[src/rtl/mcs_pkg.sv]
package mcs_pkg;

   // Sequencer steps; values are contiguous so a one-hot index maps back to them
   typedef enum logic [3:0] {
      S_FETCH  = 4'd0,
      S_DECODE = 4'd1,
      S_ADDR   = 4'd2,
      S_LDMEM  = 4'd3,
      S_LDWB   = 4'd4,
      S_STMEM  = 4'd5,
      S_REXE   = 4'd6,
      S_RWB    = 4'd7,
      S_BRDONE = 4'd8,
      S_JDONE  = 4'd9
   } mcs_state_e;

   localparam int unsigned NUM_STATES = 10;

   typedef enum logic [2:0] {
      C_LOAD,
      C_STORE,
      C_RTYPE,
      C_BEQ,
      C_JUMP,
      C_OTHER
   } mcs_class_e;

   // Datapath select encodings
   localparam logic [1:0] PCSRC_ALU    = 2'b00;
   localparam logic [1:0] PCSRC_ALUREG = 2'b01;
   localparam logic [1:0] PCSRC_JUMP   = 2'b10;

   localparam logic [1:0] ALUOP_ADD    = 2'b00;
   localparam logic [1:0] ALUOP_SUB    = 2'b01;
   localparam logic [1:0] ALUOP_FUNCT  = 2'b10;

   localparam logic [1:0] ALUB_REG     = 2'b00;
   localparam logic [1:0] ALUB_FOUR    = 2'b01;
   localparam logic [1:0] ALUB_IMM     = 2'b10;
   localparam logic [1:0] ALUB_IMMSH   = 2'b11;

   typedef struct packed {
      logic       pc_wr;
      logic       pc_wr_cond;
      logic       mem_addr_alu;
      logic       mem_rd;
      logic       mem_wr;
      logic       rf_wdata_mem;
      logic       ir_wr;
      logic [1:0] pc_src;
      logic [1:0] alu_op;
      logic       alu_a_reg;
      logic [1:0] alu_b_sel;
      logic       rf_wr;
      logic       rf_dst_rd;
   } mcs_ctl_t;

   localparam mcs_ctl_t CTL_IDLE = '0;

endpackage

[src/rtl/mcs_opclass.sv]
module mcs_opclass
   import mcs_pkg::*;
#(
   parameter int unsigned     OPC_W     = 6,
   parameter logic [OPC_W-1:0] OPC_LOAD  = 6'h23,
   parameter logic [OPC_W-1:0] OPC_STORE = 6'h2B,
   parameter logic [OPC_W-1:0] OPC_RTYPE = 6'h00,
   parameter logic [OPC_W-1:0] OPC_BEQ   = 6'h04,
   parameter logic [OPC_W-1:0] OPC_JUMP  = 6'h02
) (
   input  logic [OPC_W-1:0] opcode,
   output mcs_class_e       op_class
);

   localparam int unsigned N_OPS = 5;
   localparam logic [N_OPS-1:0][OPC_W-1:0] OPS =
      {OPC_JUMP, OPC_BEQ, OPC_RTYPE, OPC_STORE, OPC_LOAD};

   // Elaboration-time checks on the parameter set
   if (OPC_W < 2) begin : g_bad_width
      $error("mcs_opclass: OPC_W must be at least 2");
   end
   for (genvar i = 0; i < N_OPS; i++) begin : g_uniq_i
      for (genvar j = i + 1; j < N_OPS; j++) begin : g_uniq_j
         if (OPS[i] == OPS[j]) begin : g_dup
            $error("mcs_opclass: two supported opcodes share a value");
         end
      end
   end

   // One match line per supported opcode
   logic [N_OPS-1:0] hit;
   for (genvar k = 0; k < N_OPS; k++) begin : g_match
      assign hit[k] = (opcode == OPS[k]);
   end

   always_comb begin
      op_class = C_OTHER;
      unique case (1'b1)
         hit[0]:  op_class = C_LOAD;
         hit[1]:  op_class = C_STORE;
         hit[2]:  op_class = C_RTYPE;
         hit[3]:  op_class = C_BEQ;
         hit[4]:  op_class = C_JUMP;
         default: op_class = C_OTHER;
      endcase
   end

endmodule

[src/rtl/mcs_next.sv]
module mcs_next
   import mcs_pkg::*;
(
   input  mcs_state_e state,
   input  mcs_class_e op_class,
   output mcs_state_e nxt
);

   always_comb begin
      nxt = S_FETCH;
      unique case (state)
         S_FETCH:  nxt = S_DECODE;
         S_DECODE: begin
            unique case (op_class)
               C_LOAD, C_STORE: nxt = S_ADDR;
               C_RTYPE:         nxt = S_REXE;
               C_BEQ:           nxt = S_BRDONE;
               C_JUMP:          nxt = S_JDONE;
               default:         nxt = S_FETCH;
            endcase
         end
         S_ADDR: begin
            if (op_class == C_LOAD)       nxt = S_LDMEM;
            else if (op_class == C_STORE) nxt = S_STMEM;
            else                          nxt = S_FETCH;
         end
         S_LDMEM:  nxt = S_LDWB;
         S_REXE:   nxt = S_RWB;
         S_LDWB, S_STMEM, S_RWB, S_BRDONE, S_JDONE: nxt = S_FETCH;
         default:  nxt = S_FETCH;
      endcase
   end

endmodule

[src/rtl/mcs_state_reg.sv]
module mcs_state_reg
   import mcs_pkg::*;
#(
   parameter bit ONE_HOT = 1'b0
) (
   input  logic       clk,
   input  logic       rst,
   input  mcs_state_e nxt,
   output mcs_state_e state
);

   if (ONE_HOT) begin : g_onehot
      logic [NUM_STATES-1:0] oh_q;

      always_ff @(posedge clk) begin
         if (rst) oh_q <= NUM_STATES'(1);
         else     oh_q <= NUM_STATES'(1) << nxt;
      end

      always_comb begin
         state = S_FETCH;
         for (int i = 0; i < NUM_STATES; i++) begin
            if (oh_q[i]) state = mcs_state_e'(4'(i));
         end
      end


      onehot_valid_chk: assert property (@(posedge clk) disable iff (rst)
         $countones(oh_q) == 1);
   end else begin : g_binary
      mcs_state_e st_q;

      always_ff @(posedge clk) begin
         if (rst) st_q <= S_FETCH;
         else     st_q <= nxt;
      end

      assign state = st_q;
   end

endmodule

[src/rtl/mcs_outdec.sv]
module mcs_outdec
   import mcs_pkg::*;
(
   input  mcs_state_e state,
   output mcs_ctl_t   ctl
);

   always_comb begin
      ctl = CTL_IDLE;
      unique case (state)
         S_FETCH: begin
            ctl.mem_rd    = 1'b1;
            ctl.ir_wr     = 1'b1;
            ctl.alu_b_sel = ALUB_FOUR;
            ctl.alu_op    = ALUOP_ADD;
            ctl.pc_src    = PCSRC_ALU;
            ctl.pc_wr     = 1'b1;
         end
         S_DECODE: begin
            ctl.alu_b_sel = ALUB_IMMSH;
            ctl.alu_op    = ALUOP_ADD;
         end
         S_ADDR: begin
            ctl.alu_a_reg = 1'b1;
            ctl.alu_b_sel = ALUB_IMM;
            ctl.alu_op    = ALUOP_ADD;
         end
         S_LDMEM: begin
            ctl.mem_rd       = 1'b1;
            ctl.mem_addr_alu = 1'b1;
         end
         S_LDWB: begin
            ctl.rf_wr        = 1'b1;
            ctl.rf_wdata_mem = 1'b1;
         end
         S_STMEM: begin
            ctl.mem_wr       = 1'b1;
            ctl.mem_addr_alu = 1'b1;
         end
         S_REXE: begin
            ctl.alu_a_reg = 1'b1;
            ctl.alu_b_sel = ALUB_REG;
            ctl.alu_op    = ALUOP_FUNCT;
         end
         S_RWB: begin
            ctl.rf_wr     = 1'b1;
            ctl.rf_dst_rd = 1'b1;
         end
         S_BRDONE: begin
            ctl.alu_a_reg  = 1'b1;
            ctl.alu_b_sel  = ALUB_REG;
            ctl.alu_op     = ALUOP_SUB;
            ctl.pc_wr_cond = 1'b1;
            ctl.pc_src     = PCSRC_ALUREG;
         end
         S_JDONE: begin
            ctl.pc_wr  = 1'b1;
            ctl.pc_src = PCSRC_JUMP;
         end
         default: ctl = CTL_IDLE;
      endcase
   end

endmodule

[src/rtl/mc_seq_ctrl.sv]
module mc_seq_ctrl
   import mcs_pkg::*;
#(
   parameter int unsigned      OPC_W     = 6,
   parameter logic [OPC_W-1:0] OPC_LOAD  = 6'h23,
   parameter logic [OPC_W-1:0] OPC_STORE = 6'h2B,
   parameter logic [OPC_W-1:0] OPC_RTYPE = 6'h00,
   parameter logic [OPC_W-1:0] OPC_BEQ   = 6'h04,
   parameter logic [OPC_W-1:0] OPC_JUMP  = 6'h02,
   parameter bit               ONE_HOT   = 1'b0
) (
   input  logic             clk,
   input  logic             rst,
   input  logic [OPC_W-1:0] opcode,
   output logic             pc_wr,
   output logic             pc_wr_cond,
   output logic             mem_addr_alu,
   output logic             mem_rd,
   output logic             mem_wr,
   output logic             rf_wdata_mem,
   output logic             ir_wr,
   output logic [1:0]       pc_src,
   output logic [1:0]       alu_op,
   output logic             alu_a_reg,
   output logic [1:0]       alu_b_sel,
   output logic             rf_wr,
   output logic             rf_dst_rd
);

   mcs_class_e op_class;
   mcs_state_e state;
   mcs_state_e nxt;
   mcs_ctl_t   ctl;

   mcs_opclass #(
      .OPC_W     (OPC_W),
      .OPC_LOAD  (OPC_LOAD),
      .OPC_STORE (OPC_STORE),
      .OPC_RTYPE (OPC_RTYPE),
      .OPC_BEQ   (OPC_BEQ),
      .OPC_JUMP  (OPC_JUMP)
   ) u_opclass (
      .opcode   (opcode),
      .op_class (op_class)
   );

   mcs_next u_next (
      .state    (state),
      .op_class (op_class),
      .nxt      (nxt)
   );

   mcs_state_reg #(
      .ONE_HOT (ONE_HOT)
   ) u_state (
      .clk   (clk),
      .rst   (rst),
      .nxt   (nxt),
      .state (state)
   );

   mcs_outdec u_outdec (
      .state (state),
      .ctl   (ctl)
   );

   assign pc_wr        = ctl.pc_wr;
   assign pc_wr_cond   = ctl.pc_wr_cond;
   assign mem_addr_alu = ctl.mem_addr_alu;
   assign mem_rd       = ctl.mem_rd;
   assign mem_wr       = ctl.mem_wr;
   assign rf_wdata_mem = ctl.rf_wdata_mem;
   assign ir_wr        = ctl.ir_wr;
   assign pc_src       = ctl.pc_src;
   assign alu_op       = ctl.alu_op;
   assign alu_a_reg    = ctl.alu_a_reg;
   assign alu_b_sel    = ctl.alu_b_sel;
   assign rf_wr        = ctl.rf_wr;
   assign rf_dst_rd    = ctl.rf_dst_rd;


   reset_fetch_chk: assert property (@(posedge clk)
      $past(rst) |-> (ir_wr && pc_wr));


   fetch_to_decode_chk: assert property (@(posedge clk) disable iff (rst)
      ir_wr |=> (alu_b_sel == ALUB_IMMSH && !ir_wr && !pc_wr));


   load_wb_chk: assert property (@(posedge clk) disable iff (rst)
      (mem_rd && mem_addr_alu) |=> (rf_wr && rf_wdata_mem && !rf_dst_rd));


   store_ret_chk: assert property (@(posedge clk) disable iff (rst)
      mem_wr |=> ir_wr);


   rtype_ret_chk: assert property (@(posedge clk) disable iff (rst)
      (rf_wr && rf_dst_rd) |=> ir_wr);


   branch_ret_chk: assert property (@(posedge clk) disable iff (rst)
      pc_wr_cond |=> ir_wr);


   jump_ret_chk: assert property (@(posedge clk) disable iff (rst)
      (pc_wr && pc_src == PCSRC_JUMP) |=> ir_wr);


   mem_excl_chk: assert property (@(posedge clk) disable iff (rst)
      !(mem_rd && mem_wr));

endmodule

[config.mk]
export PLATFORM = sky130hd
export DESIGN_NAME = mc_seq_ctrl
export DESIGN_NICKNAME = d
export VERILOG_FILES = /design/src/rtl/mcs_pkg.sv /design/src/rtl/mcs_opclass.sv /design/src/rtl/mcs_next.sv /design/src/rtl/mcs_state_reg.sv /design/src/rtl/mcs_outdec.sv /design/src/rtl/mc_seq_ctrl.sv
export SDC_FILE = /design/constraint.sdc
export NUM_CORES = 1
export LEC_CHECK = 0
export ABC_AREA = 1
export BUFFER_PORTS_ARGS = -buffer_cell sky130_fd_sc_hd__buf_2
export CAP_MARGIN = 20
export CORE_AREA = 2 2 39 41
export CTS_CLUSTER_SIZE = 30
export DETAILED_ROUTE_END_ITERATION = 7
export DIE_AREA = 0 0 41 43
export PLACE_DENSITY_LB_ADDON = 0.05
export SLEW_MARGIN = 20
export SYNTH_ARGS = -nofsm -noshare
export SYNTH_HDL_FRONTEND = slang
export SYNTH_SLANG_ARGS = --single-unit
[constraint.sdc]
create_clock -name clk -period 1.7 [get_ports clk]
set_input_delay 0.085 -clock clk [delete_from_list [all_inputs] [get_ports clk]]
set_output_delay 0.085 -clock clk [all_outputs]
set_load 0.1 [all_outputs]
* Word level (Yosys, flattened, before mapping)
Cells that the tools add are included.
** Storage, ports and cells
- RAM bits :: 0
- Word-level logic and storage cells :: 45
- Input port bits :: 8
- Memories kept :: 0
- Output and inout port bits :: 16
- Bits in latches :: 0
- Register bits :: 4
- Bits in read-only memories :: 0
** Operators by class
- Order comparisons :: 0
- Reductions and logical operators :: 9
- Multiply operators :: 0
- Mux-type cells :: 18
- Shifts and indexed selects :: 0
- $add $sub $neg :: 0
- Div/mod/pow operators :: 0
- Eq/ne operators :: 17
- Bitwise operators :: 0
** Operators with widths (count)
- case mux 4 bit (5 select lines) :: 1
- equality test 4 x 3 -> 1 bit (second input constant) :: 4
- case mux 4 bit (4 select lines) :: 1
- case mux 3 bit (5 select lines) :: 1
- equality test 6 bit (second input constant) :: 2
- 2-to-1 mux 1 bit :: 10
- OR reduction 2 bit :: 5
- equality test 4 x 2 -> 1 bit (second input constant) :: 2
- equality test 4 bit (second input constant) :: 2
- case mux 2 bit (2 select lines) :: 2
- equality test 3 x 2 -> 1 bit (second input constant) :: 2
- equality test 6 x 2 -> 1 bit (second input constant) :: 1
- equality test 6 x 3 -> 1 bit (second input constant) :: 1
- logical NOT 6 bit :: 1
- case mux 2 bit (3 select lines) :: 1
- equality test 4 x 1 -> 1 bit (second input constant) :: 1
- logical NOT 4 bit :: 1
- 2-to-1 mux 4 bit :: 1
- equality test 3 x 1 -> 1 bit (second input constant) :: 1
- equality test 3 bit (second input constant) :: 1
- logical NOT 3 bit :: 1
- 2-to-1 mux 3 bit :: 1
- OR reduction 3 bit :: 1

* Longest topological paths before layout
Gate-level depths: netlist of run 1.
- Word-level depth :: 6
- Mapped depth :: 8
- Gate-level depth less buffers :: 8

* By module
From an unflattened synthesis of run 1, not the netlist that was laid out.
** Second synthesis, totals
- Cells, all modules :: 106
- Area total of the unflattened synthesis :: 531.8 sq um
** By module, submodules not included
- mcs_next :: times used 1, area an instance 171.4 sq um, cells an instance 37
- mcs_outdec :: times used 1, area an instance 160.2 sq um, cells an instance 41
- mcs_state_reg :: times used 1, area an instance 110.1 sq um, cells an instance 12
- mcs_opclass :: times used 1, area an instance 90.1 sq um, cells an instance 16

* Worst setup path after synthesis of run 1
Ideal clock, no wire load.
- Path type :: reg2out
- From :: register u_state.g_binary.st_q[3] (netlist: u_state.state[3])
- To :: output port pc_wr
- Arrival time :: 3.016 ns
- Setup slack :: -1.401 ns
- Buffers on the path :: 0
- Cell stages (with the launch flop) :: 6
- Path through :: dfxtp_1 -> inv_2 -> nand2_4 -> nor2_1 -> inv_1 -> o21ai_0
** Between the ends
- Longest elaborated chain between the ends :: 3
- Elaborated cells on any way between the ends :: 4
- Classes of those cells :: eq/ne (1); mux (1); reduce/logical (2)
** Ends and longest elaborated chain
- start: declaration :: RTL line mcs_state_reg.sv:31 : mcs_state_e st_q;
- start signal: assignment :: RTL line mcs_state_reg.sv:35 : else st_q <= nxt;
- equality test 4 bit or logical NOT 4 bit (tied branches) :: RTL line mcs_outdec.sv:10 : unique case (state)
- OR reduction 2 bit (no line) *
- 2-to-1 mux 1 bit * :: RTL line mcs_outdec.sv:10
- end: declaration :: RTL line mc_seq_ctrl.sv:15 : output logic pc_wr,
Mark *: on every way between the ends. The rest lies on a longest branch, timed or not.

* Worst setup path after layout of run 1
- From :: register u_state.g_binary.st_q[1] (netlist: u_state.state[1])
- To :: output port mem_rd
** Between the ends
- Longest elaborated chain between the ends :: 3
- Elaborated cells on any way between the ends :: 4
- Classes of those cells :: eq/ne (1); mux (1); reduce/logical (2)
** Ends and longest elaborated chain
- equality test 4 x 2 -> 1 bit or logical NOT 4 bit (tied branches) :: RTL line mcs_outdec.sv:10
- OR reduction 2 bit (no line) *
- 2-to-1 mux 1 bit * :: RTL line mcs_outdec.sv:10
- end: declaration :: RTL line mc_seq_ctrl.sv:18 : output logic mem_rd,
Marked as above.

==> summary.md, run 1 <==
| Metric | Value |
|---|---|
| Run status | `finished clean` |
| Wire per inst | `around 9.1 um` |
| Final worst slack | `~0.11 ns` |
| Post-DP Area | `between 600 and 700 um^2` |
| Post-synthesis sequential area ratio | `0.176` |
| Required time worst endpoint | `between 1.5 and 2 ns` |
| Worst min-delay path class | `in2reg` |
| IO Pins | `24` |
| Final net count | `roughly 120` |
| Layout cells sized above 1 | `0.462` |
| Vias in the first global route | `approximately 460` |
| Placed Cells | `119` |
| CORE AREA | `1380 um^2` |
| Grt ovf | `0` |
| Via Count | `547` |
| Final Critical Period | `1.59 ns` |
| GP Congestion | `~0.83` |
| Initial Utilization | `0.328` |
| DRC | `0` |
| TritonCTS Buffers | `3` |
| Endpoints failing setup | `0` |
| First-pass GRT wire length | `approximately 1700 um` |
| DP Wirelength | `925 um` |
| DP Worst Slack | `~0.36 ns` |
| Final instance area | `~640 um^2` |
| Power Density | `between 500 and 600 nW/um^2` |
| Setup crit start | `u_state.state[1]` |
| Post-CTS Setup Bufs | `0` |
| Max-cap violations | `0` |
| Clk buf depth | `2` |
| Ant diodes | `0` |
| Die height | `between 40 and 50 um` |
| Period utilization | `0.933` |
| Hold Startpoint | `rst` |
| CTS Sinks | `4` |
| Worst VDD drop | `about 0.00031 V` |
| # rows | `14` |
| Power share of the combinational group | `0.429` |
| Crit path capture type | `primary output` |
| Layout area overhead | `40.2%` |
| Synth top area share | `0.176` |
| Gate Count Post-Synth | `82` |
| Fin cells | `122` |
| Net Sw Frac | `0.442` |
| Largest register FFs | `4` |
| Synth warn | `0` |
| Worst-path clk slew | `0.04 ns` |
| Worst Setup Start Kind | `flip-flop` |
| Gr usage total | `0.145` |
| Leak pwr | `about 0.35 nW` |
| I/O Buffers | `23` |
| Hold Violations, Final | `0` |
| Sequential share of power | `0.268` |
| Total die area | `about 1800 um^2` |
| Antenna Violating Nets Remaining | `0` |
| RSZ-0062 raised after global routing | `false` |
| Worst-margin pin slew | `0.486 ns` |
| CTS tree | `yes` |
| CTS root buf | `clkbuf_4` |
| Crit Reg-Reg Startpoint | `u_state.state[1]` |
| Net Switching | `between 0.15 and 0.2 mW` |
| Clock skew | `approximately 0.0039 ns` |
| Netlist cell types | `15` |
| Crit Path Category | `reg2out` |
| Synth Register Bits | `4` |
| Die width | `between 40 and 50 um` |
| Max-slew violations | `0` |
| H-tree depth | `1` |
| Clock power share | `0.304` |
| Critical path arrival | `1.50 ns` |
| Insertion delay to the later sink of the worst-skew pair | `0.23 ns` |
| DRT Wirelength | `around 1100 um` |
| Mapped Nets | `90` |
| Total power | `between 0.3 and 0.4 mW` |
| Max-slew headroom at the worst pin | `0.679` |
| Top post-synthesis cells by area | `dfxtp_1 (18%), nor2_1 (16%), nand2_1 (12%)` |
| Syn avg cell area | `approximately 5.5 um^2` |
| Largest net degree at the start of global routing | `7` |
| Initial drt markers | `23` |
| Cell taking the most area after synthesis | `dfxtp_1` |
| Critical path peak fanout | `4` |
| Setup_tns | `0 ns` |
| Synth Cell Area | `~450 um^2` |
| Initial antenna violation count | `0` |
| Detailed Routing Iterations Pass 1 | `4` |
| Vias/cell | `approximately 4.5` |
| Achievable Freq | `around 630 MHz` |
| Int Pwr | `roughly 0.21 mW` |
-- kinds of logic after synthesis --
group,synth area share
DFF,0.176
AOI/OAI and AO/OA,0.0441
and+or+nand+nor,0.614
buffers and inverters,0.165
-- cell type report --
class / count / area, um^2
Inverter: 16 / 60.1
Tap cell: 16 / 20.0
Fill cell: 161 / 747
Multi-Input combinational cell: 60 / 337
Sequential cell: 4 / 80.1
Clock buffer: 3 / 22.5
Timing Repair Buffer: 23 / 118
-- path summary, 6_finish.rpt --
| kind | endpoint | slack (ns) | depth (start not counted) |
|---|---|---|---|
| setup / recovery | mem_rd | 0.11 | 5 |
| hold / removal | u_state.state[2] | 0.13 | 4 |
| hold reg to reg | u_state.state[3] | 0.74 | 4 |
| setup reg to reg | u_state.state[0] | 0.63 | 7 |
-- cell usage in the layout, fill, tap and decap left out --
cell	n
nand3_1	9
o21ai_2	2
nand2_4	1
buf_2	22
a21oi_2	2
dfxtp_1	4
nand2_1	12
nor2_1	16
inv_2	4
nand2_2	6
nand4_1	2
clkbuf_4	4
inv_1	12
nor2_4	5
nor2_2	3
nand3b_1	2
-- critical path: stages, from the launching register on --
cell and delay (ns):
dfxtp_1 0.38, nand2_1 0.13, nor2_1 0.18, inv_1 0.10, nand2_2 0.07, buf_2 0.41
-- power by group through the flow --
stage | combinational [mW] | sequential (mW) | clock [mW]
3_3_place_gp | 0.159 | 0.101 | 0
2_1_floorplan | 0.132 | 0.101 | 0
5_1_grt | 0.171 | 0.0999 | 0.123
6_report | 0.159 | 0.0995 | 0.113
4_1_cts | 0.160 | 0.0995 | 0.117
3_5_place_dp | 0.160 | 0.101 | 0
-- synth_stat cells --
| cell type | instances |
|---|---|
| nor2_1 | 19 |
| nand2_1 | 14 |
| inv_1 | 12 |
| nand3_1 | 9 |
| dfxtp_1 | 4 |
| inv_2 | 4 |
| nand2_2 | 4 |
| nor2_4 | 3 |
| a21oi_1 | 2 |
| buf_4 | 2 |
| nand3b_1 | 2 |
| nand4_1 | 2 |
| nor2_2 | 2 |
| o21ai_0 | 2 |
| nand2_4 | 1 |
-- layer usage --
metal / GRT usage / vias up / routed length (um) / share of wire
li1: - / 298 / - / -
met1: 0.161 / 231 / 507 / 0.46
met2: 0.247 / 18 / 515 / 0.47
met3: 0.0157 / 0 / 82 / 0.074
met4: 0.0800 / 0 / 0 / 0
met5: 0 / - / 0 / 0
-- metrics by stage --
| stage | hold WS, ns | util |
|---|---|---|
| floorplan | 0.262 | - |
| global placement | 0.368 | 0.442 |
| detailed placement | 0.372 | 0.442 |
| CTS | 0.128 | 0.458 |
| global route | 0.157 | 0.460 |
| finish | 0.135 | 0.460 |
-- what timing repair did --
item,in CTS,in global routing
setup endpoints to repair,0,1
resized for setup,0,1
hold buffers,0,0
No activity file was read; power rests on OpenSTA's default activity.
==> inputs of run 2 (changes only) <==
REMOVE_ABC_BUFFERS = 1   (was unset)
SYNTH_HIERARCHICAL = 1   (was unset)
==> summary.md, run 2 <==
| Metric | Value |
|---|---|
| Run status | `finished clean (unchanged)` |
| Crit Reg-Reg Startpoint | `u_state/state[0] (was u_state.state[1])` |
| RSZ-0062 raised after global routing | `false (unchanged)` |
| Post-synth top flop | `dfxtp_1 (unchanged)` |
| Initial Utilization | `0.384 (was 0.328)` |
| Top post-synthesis cells by area | `nand2_1 (20%), inv_1 (20%), dfxtp_1 (15%) (was dfxtp_1 (18%), nor2_1 (16%), nand2_1 (12%))` |
| Asr flop ratio synth | `0 (unchanged)` |
| Worst Setup Start Kind | `flip-flop (unchanged)` |
| Max-slew headroom at the worst pin | `0.679 (about the same)` |
| Endpoints failing setup | `0 (unchanged)` |
| Most frequent cell on the critical path | `nand2_1` |
| Wire per inst | `7.34 um (was 9.06 um)` |
| CTS tree | `yes (unchanged)` |
| Required time worst endpoint | `1.62 ns (about the same)` |
| Critical path endpoint | `alu_a_reg (was mem_rd)` |
| Layout cells sized above 1 | `0.282 (was 0.462)` |
| DRC | `0 (unchanged)` |
| # fillers | `168 (was 161)` |
| CTS root buf | `clkbuf_4 (unchanged)` |
| Reg2reg setup slack | `0.58 ns (was 0.63 ns)` |
| Hold Violations, Final | `0 (unchanged)` |
| Synth Register Bits | `4 (unchanged)` |
| Clk buf depth | `2 (unchanged)` |
| Fin cells | `147 (was 122)` |
| Die width | `41 um (unchanged)` |
| Post-CTS Setup Bufs | `0 (unchanged)` |
| Cell taking the most area after synthesis | `nand2_1 (was dfxtp_1)` |
| GP Congestion | `0.759 (was 0.830)` |
| Final instance area | `697 um^2 (was 637 um^2)` |
| DP Wirelength | `913 um (was 925 um)` |
| Critical path arrival | `1.48 ns (was 1.50 ns)` |
| Critical path peak fanout | `8 (was 4)` |
| First-pass GRT wire length | `1810 um (was 1730 um)` |
| H-tree depth | `1 (unchanged)` |
| Crit Path Category | `reg2out (unchanged)` |
| Multi-input logic area | `335 um^2 (was 337 um^2)` |
| CTS Sinks | `4 (unchanged)` |
| TritonCTS Buffers | `3 (unchanged)` |
| Gr usage total | `0.150 (was 0.145)` |
| Worst-margin pin slew | `0.485 ns (was 0.486 ns)` |
| Final Critical Period | `1.57 ns (was 1.59 ns)` |
| Syn avg cell area | `5.02 um^2 (was 5.54 um^2)` |
| DRT Wirelength | `1080 um (was 1110 um)` |
| Max-cap violations | `0 (unchanged)` |
| R2r worst-path depth | `6 (was 7)` |
| Post-synthesis sequential area ratio | `0.151 (was 0.176)` |
| Final hold slack | `0.0442 ns (was 0.135 ns)` |
| Worst min-delay path class | `in2reg (unchanged)` |
| IO Pins | `24 (unchanged)` |
| Power Density | `552 nW/um^2 (was 584 nW/um^2)` |
| Insertion delay to the later sink of the worst-skew pair | `0.24 ns (was 0.23 ns)` |
| Vias in the first global route | `493 (was 459)` |
| Layout Utilization | `0.504 (was 0.460)` |
| Netlist cell types | `15 (unchanged)` |
| Crit path capture type | `primary output (unchanged)` |
| Vias/cell | `4.26 (was 4.48)` |
| Reg2Reg Capture Point | `u_state/state[0] (was u_state.state[0])` |
| Final net count | `141 (was 116)` |
| Achievable Freq | `637 MHz (was 631 MHz)` |
| Clock skew | `0.00164 ns (was 0.00388 ns)` |
| Grt ovf | `0 (unchanged)` |
| Placed Cells | `144 (was 119)` |
| Worst-path clk slew | `0.04 ns (about the same)` |
| Commonest cells after routing, fill and taps aside | `nand2_1 (29), inv_1 (28), nor2_1 (20) (was buf_2 (22), nor2_1 (16), nand2_1 (12), inv_1 (12), nand3_1 (9))` |
| Antenna Violating Nets Remaining | `0 (unchanged)` |
| Leak pwr | `0.458 nW (was 0.347 nW)` |
| Commonest non-fill, non-tap cell in the layout | `nand2_1 (was buf_2)` |
| Setup crit start | `u_state/state[1] (was u_state.state[1])` |
| Synth top cells by count | `nand2_1 (29), inv_1 (28), nor2_1 (20) (was nor2_1 (19), nand2_1 (14), inv_1 (12))` |
| Initial antenna violation count | `0 (unchanged)` |
| EDFF count, synth | `0 (unchanged)` |
| Total die area | `1760 um^2 (unchanged)` |
| Ant diodes | `0 (unchanged)` |
| Max-slew violations | `0 (unchanged)` |
| CP max stage cell | `dfxtp_1 (was buf_2)` |
| Most numerous cell in the Yosys netlist | `nand2_1 (was nor2_1)` |
| Detailed Routing Iterations Pass 1 | `4 (unchanged)` |
| # rows | `14 (unchanged)` |
| Crit-path max cell delay | `0.46 ns (was 0.41 ns)` |
| Initial drt markers | `8 (was 23)` |
| Largest register FFs | `4 (unchanged)` |
| Largest net degree at the start of global routing | `10 (was 7)` |
| Layout area overhead | `31.1% (was 40.2%)` |
| Gate Count Post-Synth | `106 (was 82)` |
| Total power | `0.385 mW (was 0.372 mW)` |
| Synth top area share | `0.205 (was 0.176)` |
| Crit-path cells | `inv_1, nor2_1, nand2_1, nand2_1, buf_2 (was nand2_1, nor2_1, inv_1, nand2_2, buf_2)` |
| CORE AREA | `1380 um^2 (unchanged)` |
| Via Count | `626 (was 547)` |
| Post-DP Area | `659 um^2 (was 612 um^2)` |
| Worst VDD drop | `0.000214 V (was 0.000310 V)` |
| Synth Cell Area | `532 um^2 (was 454 um^2)` |
| Die height | `43 um (unchanged)` |
| Period utilization | `0.923 (was 0.933)` |
| FF+latch area | `80.1 um^2 (unchanged)` |
| I/O Buffers | `23 (unchanged)` |
| Synth warn | `6 (was 0)` |
==> run 2: cell count changes in the layout (fill, tap and decap cells not counted), moves of 3 or more <==
cell,before,now
buf_2,22,17
clkbuf_4,4,9
inv_1,12,28
inv_2,4,1
nand2_1,12,29
nand2_2,6,2
nand3_1,9,6
nor2_1,16,20
nor2_4,5,2
==> run 2: logic make-up after synthesis <==
family	count (synthesis)	share of synthesized area
buf+inv	30	0.219
flops	4	0.151
compound gates	1	0.00940
simple gates	71	0.621
==> run 2: routing by layer <==
layer / track usage / vias up / routed length, um
met4: 0.0800 / 0 / 0
met3: 0.0471 / 0 / 49
met2: 0.231 / 15 / 547
met1: 0.176 / 253 / 482
li1: - / 358 / -
met5: 0 / - / 0
==> run 2: where the power goes <==
group          switching, mW  total, mW  leakage (nW)  internal, mW
Sequential           0.00523      0.102        0.0326        0.0967
Clock                 0.0437      0.123        0.0138        0.0793
Combinational          0.126      0.160         0.412        0.0339
==> run 2: critical path: cells and delay by family (launching register included) <==
kind                   cells  cell delay [ns]
DFF                        1             0.46
and+or+nand+nor            3             0.27
buffers and inverters      2             0.51
==> run 2: how the worst min path moves through the flow <==
stage	from	to	slack [ns]	cells after the start
floorplan	rst	u_state/state[3]	0.16	1
global placement	rst	u_state/state[1]	0.29	2
detailed placement	rst	u_state/state[2]	0.29	2
CTS	rst	u_state/state[2]	0.03	2
global route	rst	u_state/state[2]	0.05	2
finish	rst	u_state/state[2]	0.04	2
==> run 2: layout make-up <==
type,count,area share
well taps,16,0.0287
clock buffers,3,0.0323
flip-flops and latches,4,0.115
multi-input cells,72,0.481
repair buffers,23,0.187
inverters,29,0.156
==> run 2: stage by stage <==
stage	setup TNS, ns	setup slack (ns)
CTS	0	0.0774
detailed placement	0	0.338
floorplan	-1.43	-0.312
global route	0	0.0135
global placement	0	0.348
finish	0	0.131
==> run 2: what timing repair did <==
action,CTS,global route
resized for setup,0,6
endpoints found under the setup margin,0,6
hold buffers,0,0
